===== src/rtl/clkm_pkg.sv =====
`timescale 1ns/1ps
package clkm_pkg;

    localparam int MODE_W = 3;
    localparam int DIV_W  = 3;

    typedef enum logic [MODE_W-1:0] {
        MODE_DIV8         = 3'b000,
        MODE_CPU8         = 3'b001,
        MODE_FULL         = 3'b010,
        MODE_DIV2         = 3'b011,
        MODE_SLOW         = 3'b100,
        MODE_SLOW_OSC_OFF = 3'b101,
        MODE_DIV4         = 3'b110,
        MODE_DIV6         = 3'b111
    } mode_e;

    typedef enum logic [1:0] {
        PIN_LOW     = 2'b00,
        PIN_LOW_ALT = 2'b01,
        PIN_PER     = 2'b10,
        PIN_HALF    = 2'b11
    } pin_sel_e;

    function automatic logic is_slow(mode_e m);
        return (m == MODE_SLOW) || (m == MODE_SLOW_OSC_OFF);
    endfunction

    // terminal count of the main-clock divider for each fast mode
    function automatic logic [DIV_W-1:0] div_last(mode_e m);
        case (m)
            MODE_FULL: return DIV_W'(0);
            MODE_DIV2: return DIV_W'(1);
            MODE_DIV4: return DIV_W'(3);
            MODE_DIV6: return DIV_W'(5);
            MODE_DIV8: return DIV_W'(7);
            MODE_CPU8: return DIV_W'(7);
            default:   return DIV_W'(0);
        endcase
    endfunction

endpackage


===== src/rtl/clkm_fast_div.sv =====
`timescale 1ns/1ps
module clkm_fast_div #(
    parameter int DIV_W = 3
) (
    input  logic             clk,
    input  logic             rst_n,
    input  logic             hold_i,
    input  logic [DIV_W-1:0] last_i,
    output logic             wrap_o
);
    typedef struct packed {
        logic [DIV_W-1:0] cnt;
    } fd_st_t;

    fd_st_t st_d, st_q;

    always_comb begin
        st_d   = st_q;
        wrap_o = !hold_i && (st_q.cnt == last_i);
        if (hold_i || wrap_o) begin
            st_d.cnt = '0;
        end else begin
            st_d.cnt = st_q.cnt + DIV_W'(1);
        end
    end

    always_ff @(posedge clk) begin
        if (!rst_n) begin
            st_q <= '0;
        end else begin
            st_q <= st_d;
        end
    end

    AST_CNT_BOUND: assert property (@(posedge clk) disable iff (!rst_n) st_q.cnt <= last_i) else $error("fast counter past terminal");

endmodule


===== src/rtl/clkm_slow_div.sv =====
`timescale 1ns/1ps
module clkm_slow_div #(
    parameter int PRE_W   = 3,
    parameter int PRE_MAX = 4
) (
    input  logic             clk,
    input  logic             rst_n,
    input  logic             hold_i,
    input  logic             tick_i,
    input  logic [PRE_W-1:0] pre_i,
    output logic             wrap_o
);
    localparam int PC_W = (PRE_MAX < 1) ? 1 : PRE_MAX;

    typedef struct packed {
        logic [PC_W-1:0] pcnt;
    } sd_st_t;

    sd_st_t          st_d, st_q;
    logic [PRE_W-1:0] exp_c;
    logic [PC_W-1:0]  ones_c;
    logic [PC_W-1:0]  mask_c;

    always_comb begin
        st_d   = st_q;
        exp_c  = (pre_i > PRE_W'(PRE_MAX)) ? PRE_W'(PRE_MAX) : pre_i;
        ones_c = '1;
        mask_c = ~(ones_c << exp_c);
        wrap_o = !hold_i && tick_i && (st_q.pcnt == mask_c);
        if (hold_i || wrap_o) begin
            st_d.pcnt = '0;
        end else if (tick_i) begin
            st_d.pcnt = st_q.pcnt + PC_W'(1);
        end
    end

    always_ff @(posedge clk) begin
        if (!rst_n) begin
            st_q <= '0;
        end else begin
            st_q <= st_d;
        end
    end

    AST_PRE_BOUND: assert property (@(posedge clk) disable iff (!rst_n) st_q.pcnt <= mask_c) else $error("prescale counter past mask");
    AST_WRAP_NEEDS_TICK: assert property (@(posedge clk) disable iff (!rst_n) !tick_i |=> $stable(st_q.pcnt)) else $error("prescaler moved without tick");

endmodule


===== src/rtl/clkm_pin_drv.sv =====
`timescale 1ns/1ps
module clkm_pin_drv
    import clkm_pkg::*;
(
    input  logic   clk,
    input  logic   rst_n,
    input  mode_e  act_q_i,
    input  mode_e  act_d_i,
    input  logic   per_d_i,
    input  logic [1:0] sel_i,
    input  logic   pit_tick_i,
    output logic   clkout_o,
    output logic   osc_en_o,
    output logic   pit_tick_o
);
    typedef struct packed {
        logic clkout;
        logic osc_en;
    } pd_st_t;

    pd_st_t st_d, st_q;

    always_comb begin
        st_d = st_q;
        case (pin_sel_e'(sel_i))
            PIN_PER:  st_d.clkout = per_d_i;
            PIN_HALF: st_d.clkout = per_d_i ? ~st_q.clkout : st_q.clkout;
            default:  st_d.clkout = 1'b0;
        endcase
        st_d.osc_en = (act_d_i != MODE_SLOW_OSC_OFF);
        pit_tick_o  = pit_tick_i && !is_slow(act_q_i);
    end

    always_ff @(posedge clk) begin
        if (!rst_n) begin
            st_q <= '{clkout: 1'b0, osc_en: 1'b1};
        end else begin
            st_q <= st_d;
        end
    end

    assign clkout_o = st_q.clkout;
    assign osc_en_o = st_q.osc_en;

    AST_PIN_LOW_SEL: assert property (@(posedge clk) disable iff (!rst_n) !sel_i[1] |=> !clkout_o) else $error("clock pin not low");

endmodule


===== src/rtl/clk_mode_sel.sv =====
`timescale 1ns/1ps
module clk_mode_sel
    import clkm_pkg::*;
#(
    parameter int PRE_W   = 3,
    parameter int PRE_MAX = 4
) (
    input  logic                 clk,
    input  logic                 rst_n,
    input  logic [MODE_W-1:0]    mode_i,
    input  logic [PRE_W-1:0]     slow_pre_i,
    input  logic [1:0]           clkout_sel_i,
    input  logic                 slow_tick_i,
    input  logic                 pit_tick_i,
    output logic                 cpu_en_o,
    output logic                 per_en_o,
    output logic                 osc_en_o,
    output logic                 clkout_o,
    output logic                 wdt_tick_o,
    output logic                 pit_tick_o
);
    typedef struct packed {
        mode_e            act;
        logic [PRE_W-1:0] pre;
        logic             cpu_en;
        logic             per_en;
    } top_st_t;

    top_st_t          st_d, st_q;
    logic             slow_now;
    logic [DIV_W-1:0] fast_last;
    logic             fast_wrap;
    logic             slow_wrap;
    logic             boundary;

    assign slow_now  = is_slow(st_q.act);
    assign fast_last = div_last(st_q.act);

    clkm_fast_div #(.DIV_W(DIV_W)) u_fast (
        .clk    (clk),
        .rst_n  (rst_n),
        .hold_i (slow_now),
        .last_i (fast_last),
        .wrap_o (fast_wrap)
    );

    clkm_slow_div #(.PRE_W(PRE_W), .PRE_MAX(PRE_MAX)) u_slow (
        .clk    (clk),
        .rst_n  (rst_n),
        .hold_i (!slow_now),
        .tick_i (slow_tick_i),
        .pre_i  (st_q.pre),
        .wrap_o (slow_wrap)
    );

    always_comb begin
        st_d        = st_q;
        boundary    = slow_now ? slow_wrap : fast_wrap;
        st_d.cpu_en = boundary;
        st_d.per_en = (st_q.act == MODE_CPU8) || boundary;
        if (boundary) begin
            st_d.act = mode_e'(mode_i);
            st_d.pre = slow_pre_i;
        end
    end

    always_ff @(posedge clk) begin
        if (!rst_n) begin
            st_q <= '{act: MODE_DIV8, pre: '0, cpu_en: 1'b0, per_en: 1'b0};
        end else begin
            st_q <= st_d;
        end
    end

    clkm_pin_drv u_pin (
        .clk        (clk),
        .rst_n      (rst_n),
        .act_q_i    (st_q.act),
        .act_d_i    (st_d.act),
        .per_d_i    (st_d.per_en),
        .sel_i      (clkout_sel_i),
        .pit_tick_i (pit_tick_i),
        .clkout_o   (clkout_o),
        .osc_en_o   (osc_en_o),
        .pit_tick_o (pit_tick_o)
    );

    assign cpu_en_o   = st_q.cpu_en;
    assign per_en_o   = st_q.per_en;
    assign wdt_tick_o = slow_tick_i;

    AST_CPU_IMPLIES_PER: assert property (@(posedge clk) disable iff (!rst_n) cpu_en_o |-> per_en_o) else $error("cpu strobe without peripheral strobe");
    AST_CPU8_PER_FULL: assert property (@(posedge clk) disable iff (!rst_n) (st_q.act == MODE_CPU8) |=> per_en_o) else $error("peripheral not full rate");
    AST_SLOW_NEEDS_TICK: assert property (@(posedge clk) disable iff (!rst_n) (slow_now && !slow_tick_i) |=> !cpu_en_o) else $error("slow strobe without tick");
    AST_OSC_OFF_QUIET_PIT: assert property (@(posedge clk) disable iff (!rst_n) !osc_en_o |-> !pit_tick_o) else $error("interrupt tick while oscillator off");
    AST_MODE_HOLD: assert property (@(posedge clk) disable iff (!rst_n) !boundary |=> $stable(st_q.act) && $stable(st_q.pre)) else $error("mode moved off boundary");
    AST_PIN_FOLLOWS_PER: assert property (@(posedge clk) disable iff (!rst_n) (clkout_sel_i == 2'b10) |=> (clkout_o == per_en_o)) else $error("clock pin not following strobe");

endmodule


===== config.mk =====
export PLATFORM = sky130hd
export DESIGN_NAME = clk_mode_sel
export DESIGN_NICKNAME = d
export VERILOG_FILES = /design/src/rtl/clkm_pkg.sv /design/src/rtl/clkm_fast_div.sv /design/src/rtl/clkm_slow_div.sv /design/src/rtl/clkm_pin_drv.sv /design/src/rtl/clk_mode_sel.sv
export SDC_FILE = /design/constraint.sdc
export NUM_CORES = 1
export LEC_CHECK = 0
export BUFFER_PORTS_ARGS = -buffer_cell sky130_fd_sc_hd__buf_2
export CORE_ASPECT_RATIO = 1.75
export CORE_MARGIN = 1.5
export CORE_UTILIZATION = 35
export CTS_BUF_LIST = sky130_fd_sc_hd__clkbuf_8 sky130_fd_sc_hd__clkbuf_16
export CTS_CLUSTER_SIZE = 8
export DETAILED_ROUTE_END_ITERATION = 10
export PLACE_DENSITY = 0.58
export SYNTH_ARGS = -nofsm -noshare
export SYNTH_HDL_FRONTEND = slang
export SYNTH_SLANG_ARGS = --single-unit
export TNS_END_PERCENT = 50

===== constraint.sdc =====
create_clock -name clk -period 2.3 [get_ports clk]
set_input_delay 0.575 -clock clk [delete_from_list [all_inputs] [get_ports clk]]
set_output_delay 0.575 -clock clk [all_outputs]
set_load 0.02 [all_outputs]

==> results.yml <==
outcome:
  status: "finished clean"
sta:
  fin_skew_ns: 0.002807
  min_period_ns: 2.002
  fin_tns_setup_ns: 0
  hold_slack_ns: 0.5059
  relSlewSlack: 0.7586
  grt_setup_unrepaired: "false"
  finalSetupViolations: 0
  max_freq_ghz: 0.4995
  finalHoldViolations: 0
  timing.final.crit_share: 0.8704
  tightest_slew_ns: 0.3616
  maxSlewViolCount: 0
yosys:
  ys_ff_latch: 17
  netlist_instances: 97
  ys_seq_area_frac: 0.3886
  synth_area_um2: 875.8
  ys_warn_count: 0
  synth.area.top_cells: "dfxtp_1 (39%), mux2i_1 (5.7%), xor2_1 (5.0%)"
  synth_top_cell_by_area: "dfxtp_1"
  synth_most_common_cell: "dfxtp_1"
  syn_avg_cell_area_um2: 9.029
  synthDistinctLibCells: 34
  synth_common_cells: "dfxtp_1 (17), nor2_1 (7), nand2_1 (6), nand4_1 (6)"
  async_flop_share: 0
  syn_nets: 111
  yosys.area.top_type_share: 0.3886
  synth_edf_count: 0
  ys.flop_type: "dfxtp_1"
global_routing:
  grt_pass1_vias: 744
  grt.total_usage: 0.1569
  antenna_found_initial: 0
  grt_max_degree: 13
  grt_first_pass_wirelength_um: 3098
  grt-ovfl-total: 0
critical_path:
  crit_fanout: 8
  criticalPathCategory: "reg2reg"
  required_ns: 2.45
  end_kind: "flop"
  critPathLaunchType: "flop"
  worstPathArrival_ns: 2.15
clock_network:
  clkTransAtPathRegs_ns: 0.06
  cts.htree.levels: 1
  cts_resized: 0
  cts_made_buffers: 3
  worstSkewPairLatency_ns: 0.26
  clk_path_buf_depth: 2
  cts_tree: "done"
  clock_sinks: 17
  hold_buffers: 0
  root_buffer: "clkbuf_8"
  cts_setup_buffers: 0
placed_design:
  portBuffers: 17
  gp_congestion: 0.7438
  dp_hpwl_um: 1449
drt:
  routed_via_density: 5.464
  finalWirelength_um: 1811
  firstDrtPassIters: 4
  drc_errors: 0
  drt_iter0_markers: 2
  vias: 754
  post_drt_wl_per_cell_um: 13.12
  ant_nets: 0
final_layout:
  nets: 128
  drive_gt1_frac: 0.2212
  n_antenna_cell: 0
  n_fill_cell: 247
  synthToLayoutAreaGrowth_pct: 15.86
  regArea_um2: 340.3
  final_util: 0.4353
  multi_input_area_um2: 498.0
power_and_ir_drop:
  total_power_uw: 587.8
  irDropWorstVdd_v: 0.0002253
  leakage_nw: 0.3998
  powerDensity_mw_per_mm2: 579.2
die:
  coreArea_mm2: 0.002331
  ios: 18
  fp.dieW_um: 40.82
  rows: 23
  die_h_um: 69.18
  dieArea_mm2: 0.002823
  start_util: 0.3757
run:
  drv_cap: 0
min_path:
  hold_path_class: "reg2reg"
## through the flow
stage	std cells	setup WS (ns)	instance area, µm²
floorplan	97	0.4355	875.8
global placement	134	0.3477	969.7
detailed placement	134	0.2909	969.7
CTS	138	0.2881	1015
global route	138	0.1740	1015
finish	138	0.2981	1015
## path summary, 6_finish.rpt
check,slack [ns],start,endpoint,cells past startpoint
min,0.51,u_pin.clkout_o,u_pin.clkout_o,2
max,0.30,st_q[4],u_pin.osc_en_o,6
max reg2reg,0.30,st_q[4],u_pin.osc_en_o,6
min reg2reg,0.51,u_pin.clkout_o,u_pin.clkout_o,2
## power by group
group,switching [mW],internal [mW],leakage [nW],total [mW]
registers,0.0127,0.301,0.138,0.314
clock network,0.103,0.119,0.0269,0.221
logic,0.0265,0.0258,0.235,0.0523
## per-layer routing
| layer | share of wire | track usage | up-vias |
|---|---|---|---|
| met1 | 0.39 | 0.1568 | 362 |
| met4 | 0.033 | 0.1111 | 0 |
| met3 | 0.028 | 0.02885 | 5 |
| li1 | - | - | 376 |
| met5 | 0 | 0 | - |
| met2 | 0.55 | 0.2587 | 11 |
## sequential cells by signal (all words and copies together) (netlist names)
name and flops:
u_fast.st_q 3, u_pin.clkout_o 1, u_slow.st_q 4, st_q 6, cpu_en_o 1, per_en_o 1
u_pin.osc_en_o 1
## worst max-delay path, cell delays in order, from the launching register on
cell and delay [ns]:
dfxtp_1 0.35, or4_1 0.54, o22ai_2 0.14, o211ai_2 0.15
o22ai_4 0.31, nand3_2 0.10, a211o_1 0.29
## logic make-up (layout without fill, tap and decap cells)
family	count (synthesis)	in the layout	synth area share
muxes	5	5	0.05715
AOI/OAI and AO/OA	18	18	0.1614
and+or+nand+nor	38	38	0.2414
xor gates and xnor gates	8	8	0.08000
adders and majority gates	2	2	0.02857
buffers and inverters	9	25	0.04285
DFF	17	17	0.3886
## area by class of cell
cell class	count	share of cell area
multi-input cells	71	0.4908
flip-flops and latches	17	0.3354
repair buffers	17	0.08385
clock buffers	3	0.04069
well taps	25	0.03083
inverters	4	0.01480
clock inverters	1	0.003699
## cell usage in the layout, fill, tap and decap left out, types with 2 or more instances in the layout
cell type	instances
a21oi_1	3
a31oi_1	2
and2_1	4
buf_2	17
clkbuf_8	3
dfxtp_1	17
ha_1	2
inv_1	5
mux2i_1	5
nand2_1	6
nand3_1	3
nand4_1	6
nor2_1	7
nor2b_1	5
o21ai_0	3
xnor2_1	3
xor2_1	5
No activity file was read; power rests on OpenSTA's default activity.
